===== src/rtl/pic_pkg.sv =====
package pic_pkg;

  typedef struct packed {
    logic initClr;
    logic loadMask;
    logic loadVec;
    logic loadCasc;
    logic eoi;
    logic pollAck;
  } picStrobes_t;

  typedef enum logic [1:0] {
    ST_RUN,
    ST_VEC,
    ST_CASC,
    ST_MODE
  } initState_t;

endpackage


===== src/rtl/pic_prio_enc.sv =====
module pic_prio_enc #(
  parameter int NUM_IN = 8,
  localparam int IDX_W = $clog2(NUM_IN)
) (
  input  logic [NUM_IN-1:0] vecIn,
  output logic              anySet,
  output logic [IDX_W-1:0]  topIdx,
  output logic [NUM_IN-1:0] topOh
);

  always_comb begin
    anySet = 1'b0;
    topIdx = IDX_W'(NUM_IN - 1);
    for (int i = NUM_IN - 1; i >= 0; i--) begin
      if (vecIn[i]) begin
        anySet = 1'b1;
        topIdx = IDX_W'(i);
      end
    end
  end

  always_comb begin
    topOh = '0;
    if (anySet) topOh[topIdx] = 1'b1;
  end

endmodule


===== src/rtl/pic_datapath.sv =====
module pic_datapath
  import pic_pkg::*;
#(
  parameter int NUM_IN = 8,
  parameter int DATA_W = 8,
  localparam int IDX_W = $clog2(NUM_IN),
  localparam int BASE_W = DATA_W - IDX_W
) (
  input  logic              clk,
  input  logic              rst_n,
  input  logic [NUM_IN-1:0] irqIn,
  input  logic [DATA_W-1:0] wrData,
  input  picStrobes_t       strobes,
  output logic [NUM_IN-1:0] irr,
  output logic [NUM_IN-1:0] isr,
  output logic [NUM_IN-1:0] imr,
  output logic              pendValid,
  output logic [IDX_W-1:0]  pendIdx,
  output logic [DATA_W-1:0] vecOut,
  output logic [DATA_W-1:0] cascOut
);

  logic [NUM_IN-1:0] irqPrev;
  logic [NUM_IN-1:0] rising;
  logic [NUM_IN-1:0] reqVec;
  logic              reqAny;
  logic [IDX_W-1:0]  reqIdx;
  logic [NUM_IN-1:0] reqOh;
  logic              isrAny;
  logic [IDX_W-1:0]  isrIdx;
  logic [NUM_IN-1:0] isrOh;
  logic [BASE_W-1:0] vecBase;
  logic [NUM_IN-1:0] irrNext;
  logic [NUM_IN-1:0] isrNext;

  assign reqVec = irr & ~imr;

  pic_prio_enc #(.NUM_IN(NUM_IN)) i_reqEnc (
    .vecIn (reqVec),
    .anySet(reqAny),
    .topIdx(reqIdx),
    .topOh (reqOh)
  );

  pic_prio_enc #(.NUM_IN(NUM_IN)) i_isrEnc (
    .vecIn (isr),
    .anySet(isrAny),
    .topIdx(isrIdx),
    .topOh (isrOh)
  );

  assign pendValid = reqAny && (!isrAny || (reqIdx < isrIdx));
  assign pendIdx   = pendValid ? reqIdx : IDX_W'(NUM_IN - 1);
  assign vecOut    = {vecBase, pendIdx};

  assign rising = irqIn & ~irqPrev & ~isr;

  always_comb begin
    irrNext = (irr | rising) & irqIn;
    if (strobes.pollAck) irrNext = irrNext & ~reqOh;
    if (strobes.initClr) irrNext = '0;
  end

  always_comb begin
    isrNext = isr;
    if (strobes.eoi) isrNext = isrNext & ~isrOh;
    if (strobes.pollAck) isrNext = isrNext | reqOh;
    if (strobes.initClr) isrNext = '0;
  end

  always_ff @(posedge clk or negedge rst_n) begin
    if (!rst_n) begin
      irqPrev <= '0;
      irr     <= '0;
      isr     <= '0;
      imr     <= '1;
      vecBase <= '0;
      cascOut <= '0;
    end else begin
      irqPrev <= irqIn;
      irr     <= irrNext;
      isr     <= isrNext;
      if (strobes.loadMask) imr <= wrData[NUM_IN-1:0];
      if (strobes.loadVec) vecBase <= wrData[DATA_W-1:IDX_W];
      if (strobes.loadCasc) cascOut <= wrData;
    end
  end

endmodule


===== src/rtl/pic_ctrl.sv =====
module pic_ctrl
  import pic_pkg::*;
#(
  parameter int NUM_IN = 8,
  parameter int DATA_W = 8,
  localparam int IDX_W = $clog2(NUM_IN),
  localparam int PAD_W = DATA_W - 1 - IDX_W
) (
  input  logic              clk,
  input  logic              rst_n,
  input  logic              wrEn,
  input  logic              rdEn,
  input  logic              addr,
  input  logic [DATA_W-1:0] wrData,
  input  logic [NUM_IN-1:0] irr,
  input  logic [NUM_IN-1:0] isr,
  input  logic [NUM_IN-1:0] imr,
  input  logic              pendValid,
  input  logic [IDX_W-1:0]  pendIdx,
  output picStrobes_t       strobes,
  output logic [DATA_W-1:0] rdData
);

  initState_t initState;
  initState_t initNext;
  logic       needCasc;
  logic       needMode;
  logic       readIsr;
  logic       pollArm;
  logic       cmdWr;
  logic       dataWr;
  logic       cmdRd;
  logic       isInitCmd;
  logic       isSelCmd;
  logic [DATA_W-1:0] pollWord;

  assign cmdWr     = wrEn && !addr;
  assign dataWr    = wrEn && addr;
  assign cmdRd     = rdEn && !addr;
  assign isInitCmd = wrData[4];
  assign isSelCmd  = !wrData[4] && wrData[3];

  assign pollWord = {pendValid, {PAD_W{1'b0}}, pendIdx};

  always_comb begin
    strobes          = '0;
    strobes.initClr  = cmdWr && isInitCmd;
    strobes.eoi      = cmdWr && !isInitCmd && !wrData[3] && (wrData[7:5] == 3'b001);
    strobes.pollAck  = cmdRd && pollArm && pendValid;
    strobes.loadMask = dataWr && (initState == ST_RUN);
    strobes.loadVec  = dataWr && (initState == ST_VEC);
    strobes.loadCasc = dataWr && (initState == ST_CASC);
  end

  always_comb begin
    initNext = initState;
    if (cmdWr && isInitCmd) begin
      initNext = ST_VEC;
    end else if (dataWr) begin
      unique case (initState)
        ST_VEC:  initNext = needCasc ? ST_CASC : (needMode ? ST_MODE : ST_RUN);
        ST_CASC: initNext = needMode ? ST_MODE : ST_RUN;
        ST_MODE: initNext = ST_RUN;
        default: initNext = ST_RUN;
      endcase
    end
  end

  always_ff @(posedge clk or negedge rst_n) begin
    if (!rst_n) begin
      initState <= ST_RUN;
      needCasc  <= 1'b0;
      needMode  <= 1'b0;
      readIsr   <= 1'b0;
      pollArm   <= 1'b0;
    end else begin
      initState <= initNext;
      if (cmdWr && isInitCmd) begin
        needCasc <= !wrData[1];
        needMode <= wrData[0];
        readIsr  <= 1'b0;
        pollArm  <= 1'b0;
      end else if (cmdWr && isSelCmd) begin
        if (wrData[2]) pollArm <= 1'b1;
        if (wrData[1]) readIsr <= wrData[0];
      end else if (cmdRd) begin
        pollArm <= 1'b0;
      end
    end
  end

  always_comb begin
    if (addr) rdData = DATA_W'(imr);
    else if (pollArm) rdData = pollWord;
    else if (readIsr) rdData = DATA_W'(isr);
    else rdData = DATA_W'(irr);
  end

endmodule


===== src/rtl/prio_irq_ctrl.sv =====
module prio_irq_ctrl
  import pic_pkg::*;
#(
  parameter int NUM_IN = 8,
  parameter int DATA_W = 8,
  localparam int IDX_W = $clog2(NUM_IN)
) (
  input  logic              clk,
  input  logic              rst_n,
  input  logic [NUM_IN-1:0] irqIn,
  input  logic              wrEn,
  input  logic              rdEn,
  input  logic              addr,
  input  logic [DATA_W-1:0] wrData,
  output logic [DATA_W-1:0] rdData,
  output logic              intOut,
  output logic [DATA_W-1:0] vecOut,
  output logic [DATA_W-1:0] cascOut
);

  picStrobes_t       strobes;
  logic [NUM_IN-1:0] irr;
  logic [NUM_IN-1:0] isr;
  logic [NUM_IN-1:0] imr;
  logic              pendValid;
  logic [IDX_W-1:0]  pendIdx;

  pic_ctrl #(.NUM_IN(NUM_IN), .DATA_W(DATA_W)) i_ctrl (
    .clk      (clk),
    .rst_n    (rst_n),
    .wrEn     (wrEn),
    .rdEn     (rdEn),
    .addr     (addr),
    .wrData   (wrData),
    .irr      (irr),
    .isr      (isr),
    .imr      (imr),
    .pendValid(pendValid),
    .pendIdx  (pendIdx),
    .strobes  (strobes),
    .rdData   (rdData)
  );

  pic_datapath #(.NUM_IN(NUM_IN), .DATA_W(DATA_W)) i_datapath (
    .clk      (clk),
    .rst_n    (rst_n),
    .irqIn    (irqIn),
    .wrData   (wrData),
    .strobes  (strobes),
    .irr      (irr),
    .isr      (isr),
    .imr      (imr),
    .pendValid(pendValid),
    .pendIdx  (pendIdx),
    .vecOut   (vecOut),
    .cascOut  (cascOut)
  );

  assign intOut = pendValid;

endmodule


===== config.mk =====
export PLATFORM = sky130hd
export DESIGN_NAME = prio_irq_ctrl
export DESIGN_NICKNAME = d
export VERILOG_FILES = /design/src/rtl/pic_pkg.sv /design/src/rtl/pic_prio_enc.sv /design/src/rtl/pic_datapath.sv /design/src/rtl/pic_ctrl.sv /design/src/rtl/prio_irq_ctrl.sv
export SDC_FILE = /design/constraint.sdc
export NUM_CORES = 1
export LEC_CHECK = 0
export BUFFER_PORTS_ARGS = -buffer_cell sky130_fd_sc_hd__buf_2
export CAP_MARGIN = 0
export CORE_ASPECT_RATIO = 0.9
export CORE_MARGIN = 2
export CORE_UTILIZATION = 30
export DETAILED_ROUTE_END_ITERATION = 8
export PLACE_DENSITY_LB_ADDON = 0.2
export SLEW_MARGIN = 40
export SYNTH_ARGS = -nofsm -noshare
export SYNTH_HDL_FRONTEND = slang
export SYNTH_HIERARCHICAL = 1
export SYNTH_SLANG_ARGS = --single-unit

===== constraint.sdc =====
create_clock -name clk -period 7.1 [get_ports clk]
set_clock_uncertainty 0.05 [all_clocks]
set_input_delay 0.71 -clock clk [delete_from_list [all_inputs] [get_ports clk]]
set_output_delay 0.71 -clock clk [all_outputs]
set_load 0.1 [all_outputs]

### Word level (Yosys, flattened, before mapping)

Cells that the tools add are included.

* multiplexer cells: 57
* reductions and logical operators: 30
* magnitude comparators: 5
* bitwise logic cells: 13
* equality and inequality tests: 4

Operator list (number)
* 8-bit two-way mux: 10
* 8-bit AND: 6
* 8-bit NOT: 5
* 3-bit two-way mux: 13
* 1-bit two-way mux: 27
* 1-bit logical AND: 17
* 8-bit bitwise OR: 2
* 3-bit by 4-bit < comparator with 1-bit output, second input constant: 2
* 2-bit two-way mux: 4
* 1-bit demux with 3-bit select: 2
* 3-bit by 1-bit >= comparator with 1-bit output, second input constant: 2
* 2-bit nonzero test: 3
* 1-bit logical NOT: 5
* 2-bit case mux with 2 select lines: 1
* 2-bit AND reduction: 2
* 3-bit by 1-bit == test with 1-bit output, second input constant: 1
* 3-bit < comparator: 1
* 3-bit by 2-bit != test with 1-bit output, second input constant: 1
* 3-bit nonzero test: 1
* 2-bit by 1-bit == test with 1-bit output, second input constant: 1
* 2-bit == test, second input constant: 1
* 2-bit logical NOT: 1
* 1-bit logical OR: 1

* register bits after elaboration: 51
* logic and storage cells: 120
* output and inout bits: 25
* input port bits: 21

### Depth between registers and ports, before layout

* depth after elaboration: 18
* mapped depth: 11
* depth with buffers taken out: 10

### Hierarchy

Netlist, hierarchy kept.

Modules (own cells, without submodules)
* pic_datapath: instances 1, cells each 144, area each 1854.3 µm²
* pic_ctrl: instances 1, cells each 77, area each 680.7 µm²
* pic_prio_enc at i_datapath.i_reqEnc: instances 1, cells each 21, area each 135.1 µm²
* pic_prio_enc at i_datapath.i_isrEnc: instances 1, cells each 20, area each 133.9 µm²

### Worst setup path before layout

Ideal clock, no wire load.

* kind: register to output
* start: register i_datapath.imr[4]
* end: output port rdData[7]
* stages on the path, launching flop included: 10
* data required time: 6.340 ns
* arrival time: 3.922 ns
* slack: 2.418 ns
* cell sequence: dfstp_2 > nor2b_1 > nor2_1 > nor3_1 > nor3_1 > ha_1 > a211oi_4 > o21a_1 > mux2i_1 > o21ai_1

* word-level cells in the longest chain between the ends: 12

RTL lines
* from (decl): line pic_datapath.sv:16 `output logic [NUM_IN-1:0] imr,`
* from (signal assigned): line pic_datapath.sv:83 `if (strobes.loadMask) imr <= wrData[NUM_IN-1:0];`
* 8-bit NOT: line pic_datapath.sv:36 `assign reqVec = irr & ~imr;`
* 8-bit AND: line pic_datapath.sv:36
* net i_datapath.reqVec[4]: line pic_datapath.sv:25 `logic [NUM_IN-1:0] reqVec;`
* 3-bit two-way mux (5 in series): line pic_prio_enc.sv:15 `if (vecIn[i]) begin`
* net i_datapath.reqIdx[1]: line pic_datapath.sv:27 `logic [IDX_W-1:0] reqIdx;`
* 3-bit < comparator: line pic_datapath.sv:52 `assign pendValid = reqAny && (!isrAny || (reqIdx < isrIdx));`
* 1-bit logical OR: line pic_datapath.sv:52
* 1-bit logical AND: line pic_datapath.sv:52
* net intOut: line prio_irq_ctrl.sv:16 `output logic intOut,`
* 8-bit two-way mux: line pic_ctrl.sv:94 `else if (pollArm) rdData = pollWord;`
* 8-bit two-way mux: line pic_ctrl.sv:93 `if (addr) rdData = DATA_W'(imr);`
* to (decl): line prio_irq_ctrl.sv:15 `output logic [DATA_W-1:0] rdData,`

The timed path passes the listed nets, and every way through them passes these cells.

### Worst setup path after layout

* start: register i_datapath.imr[4]
* end: output port rdData[7]

* word-level cells in the longest chain between the ends: 12

RTL lines (line)
* 8-bit NOT: pic_datapath.sv:36
* 8-bit AND: pic_datapath.sv:36
* net i_datapath.reqVec[4]: pic_datapath.sv:25
* 3-bit two-way mux (5 in series): pic_prio_enc.sv:15
* net i_datapath.reqIdx[1]: pic_datapath.sv:27
* 3-bit < comparator: pic_datapath.sv:52
* 1-bit logical OR: pic_datapath.sv:52
* 1-bit logical AND: pic_datapath.sv:52
* 8-bit two-way mux: pic_ctrl.sv:94
* 8-bit two-way mux: pic_ctrl.sv:93

The timed path passes the listed nets, and every way through them passes these cells.

==> impl_metrics.yaml <==
cells_and_area:
  syn_to_final_growth_pct: 13.7
  nets: 326
  drive_gt1_frac: 0.359
  diodes: 0
detailed_routing:
  wirelength_um: 6620
  final_antenna_net_count: 0
  wire_per_inst_um: 15.7
  drcViolationCount: 0
  first_pass_iters: 4
  first_iter_violations: 86
  vias_per_cell: 4.81
  vias: 2036
global_route:
  grt_max_degree: 52
  grt_antenna_before_repair: 0
  grt_first_pass_wirelength_um: 10900
  grt-ovfl-total: 0
  grt_pass1_vias: 1995
  grtUsageTotal: 0.137
clocking:
  hold_buffers: 0
  cts_root_buffer: "clkbuf_8"
  cts_resized: 0
  cts_tree: "done"
  htreeDepth: 2
  cts_setup_buffers: 0
  clk_path_buf_depth: 2
  numClockSinks: 51
  path_clk_slew_ps: 110
  clkLatencyLatePin_ps: 310
  cts_buffers: 5
floorplanning:
  die_h_um: 95.7
  core_um2: 9080
  die_area_um2: 10100
  start_util: 0.309
  ioPinCount: 46
  die_width_um: 106
  rows: 33
timing:
  drv_slew: 0
  holdWs_ps: 451
  min_period_ps: 3790
  finalSetupTns_ps: 0
  rsz0062_at_grt: "false"
  final-setup-viol-count: 0
  min_period_over_period: 0.534
  hold_viol_final: 0
  max_freq_mhz: 264
  slew_headroom: 0.558
  tightest_slew_ps: 663
pwr:
  powerDensity_nw_per_um2: 378
  irDropWorstVdd_mv: 0.219
  p_leak_uw: 0.00144
  fin_total_pwr_uw: 1200
worst_setup_path:
  slowest_delay_ps: 560
  slowest_stage: "dfstp_2"
  crit_type: "reg2out"
  critical_path_required_ps: 6340
  startpoint: "i_datapath/imr[4]$_DFFE_PN1P_"
  path_cells: "nor2b_1, nor2_1, nor3_1, nor3_1, ha_1, a211oi_4, o21a_1, mux2i_1, o21ai_1, buf_2"
  crit_top_cell: "nor3_1"
  critical_path_arrival_ps: 3030
  worstPathMaxFanout: 4
  r2r_start: "i_datapath/imr[4]$_DFFE_PN1P_"
  path_delay_family: "simple AND/OR/NAND/NOR gates"
  critPathBufInv: 1
  end_kind: "output port"
  critPathLaunchType: "flop"
synth:
  synth_area_um2: 2800
  syn_inst: 262
  yosysUniqueCellTypes: 46
  yosysWarnings: 6
  synth_common_cells: "43 x dfrtp_1, 36 x nand2_1, 21 x mux2_2"
  synth_area_leader_cell: "dfrtp_1"
  ys.flop_type: "dfrtp_1"
  syn_area_per_cell_um2: 10.7
  synth_nets: 288
  synth_edf_count: 0
  synth.most_common_cell: "dfrtp_1"
  synth-seq-cells: 51
  synth_area_leaders: "dfrtp_1 38%, mux2_2 8.4%, dfstp_2 7.5%"
  synth_top_area_share: 0.384
  async_reset_ff_frac: 1.00
  synth_seq_area_share: 0.459
place:
  dp_hpwl_um: 4890
  gp_congestion: 0.755
  port-buffer-count: 45
run:
  drv_cap: 0
outcome:
  status: "finished clean"
min_path:
  min_path_type: "in2async"
cell families after synthesis:
family | share of synthesized area
AOI/OAI and AO/OA | 0.105
adders and majority gates | 0.0223
buffers and inverters | 0.0460
DFF | 0.459
muxes | 0.138
and+or+nand+nor | 0.230
sequential cells by signal (all words and copies together), names as in the netlist, 2 cells and up:
signal              flops
i_datapath/irqPrev      8
i_datapath/imr          8
i_datapath/vecBase      5
i_datapath/isr          8
i_datapath/cascOut      8
i_ctrl/initState        2
i_datapath/irr          8
report_power, final:
part	internal [uW]	switching, uW	total (uW)
Clock	70.9	105	176
Sequential	356	44.8	400
Combinational	143	485	628
layout by cell type (no fill, tap or decap), types with 2 or more instances in the layout:
master    count
mux2_4        4
ha_1          5
dfstp_2       8
nand3b_1      2
nor3b_1       3
nand2b_4      2
o21ai_0      10
nor3_1        4
mux2_2       21
nor3b_2       2
nand2_1      36
nor4_1        2
o21ai_1       8
buf_2        45
and3_2        4
a21oi_1      13
mux2i_1       8
a211o_2       2
and4b_1       9
inv_2         2
clkbuf_8      5
nor2_1        9
dfrtp_1      43
inv_1         8
nor2b_1      12
o21bai_1      8
nor4_4        3
nand3_1       3
metal layers:
metal / GRT usage / share of wire / vias to the layer above
li1: - / - / 988
met3: 0.0251 / 0.037 / 7
met4: 0.0351 / 0.011 / 0
met1: 0.209 / 0.53 / 1002
met2: 0.199 / 0.42 / 39
met5: 0 / 0 / -
per-stage QoR:
step	worst slack (ps)	cells	utilization	cell area, um2
global route	3130	423	0.351	3190
detailed placement	3660	415	0.341	3100
finish	3310	423	0.351	3190
floorplan	2420	262	-	2800
global placement	3700	415	0.341	3100
CTS	3310	423	0.351	3190
area by class of cell:
cell class                      count  area [um2]
Inverter                           10        37.5
Multi-Input combinational cell    186        1390
Fill cell                         966        5890
Sequential cell                    51        1290
Clock inverter                      3        22.5
Clock buffer                        5        68.8
Tap cell                          122         153
Timing Repair Buffer               46         233
worst paths after layout:
check	end	slack, ps	cells past startpoint
max	rdData[7]	3310	10
min reg2reg	i_datapath/vecBase[1]$_DFFE_PN0P_	460	1
min	i_datapath/vecBase[3]$_DFFE_PN0P_	450	2
min in group clk	i_datapath/vecBase[1]$_DFFE_PN0P_	460	1
max reg2reg	i_datapath/irr[5]$_DFF_PN0_	4060	10
max in group asynchronous	i_datapath/isr[0]$_DFF_PN0_	6090	2
(Power assumes the default switching activity.)
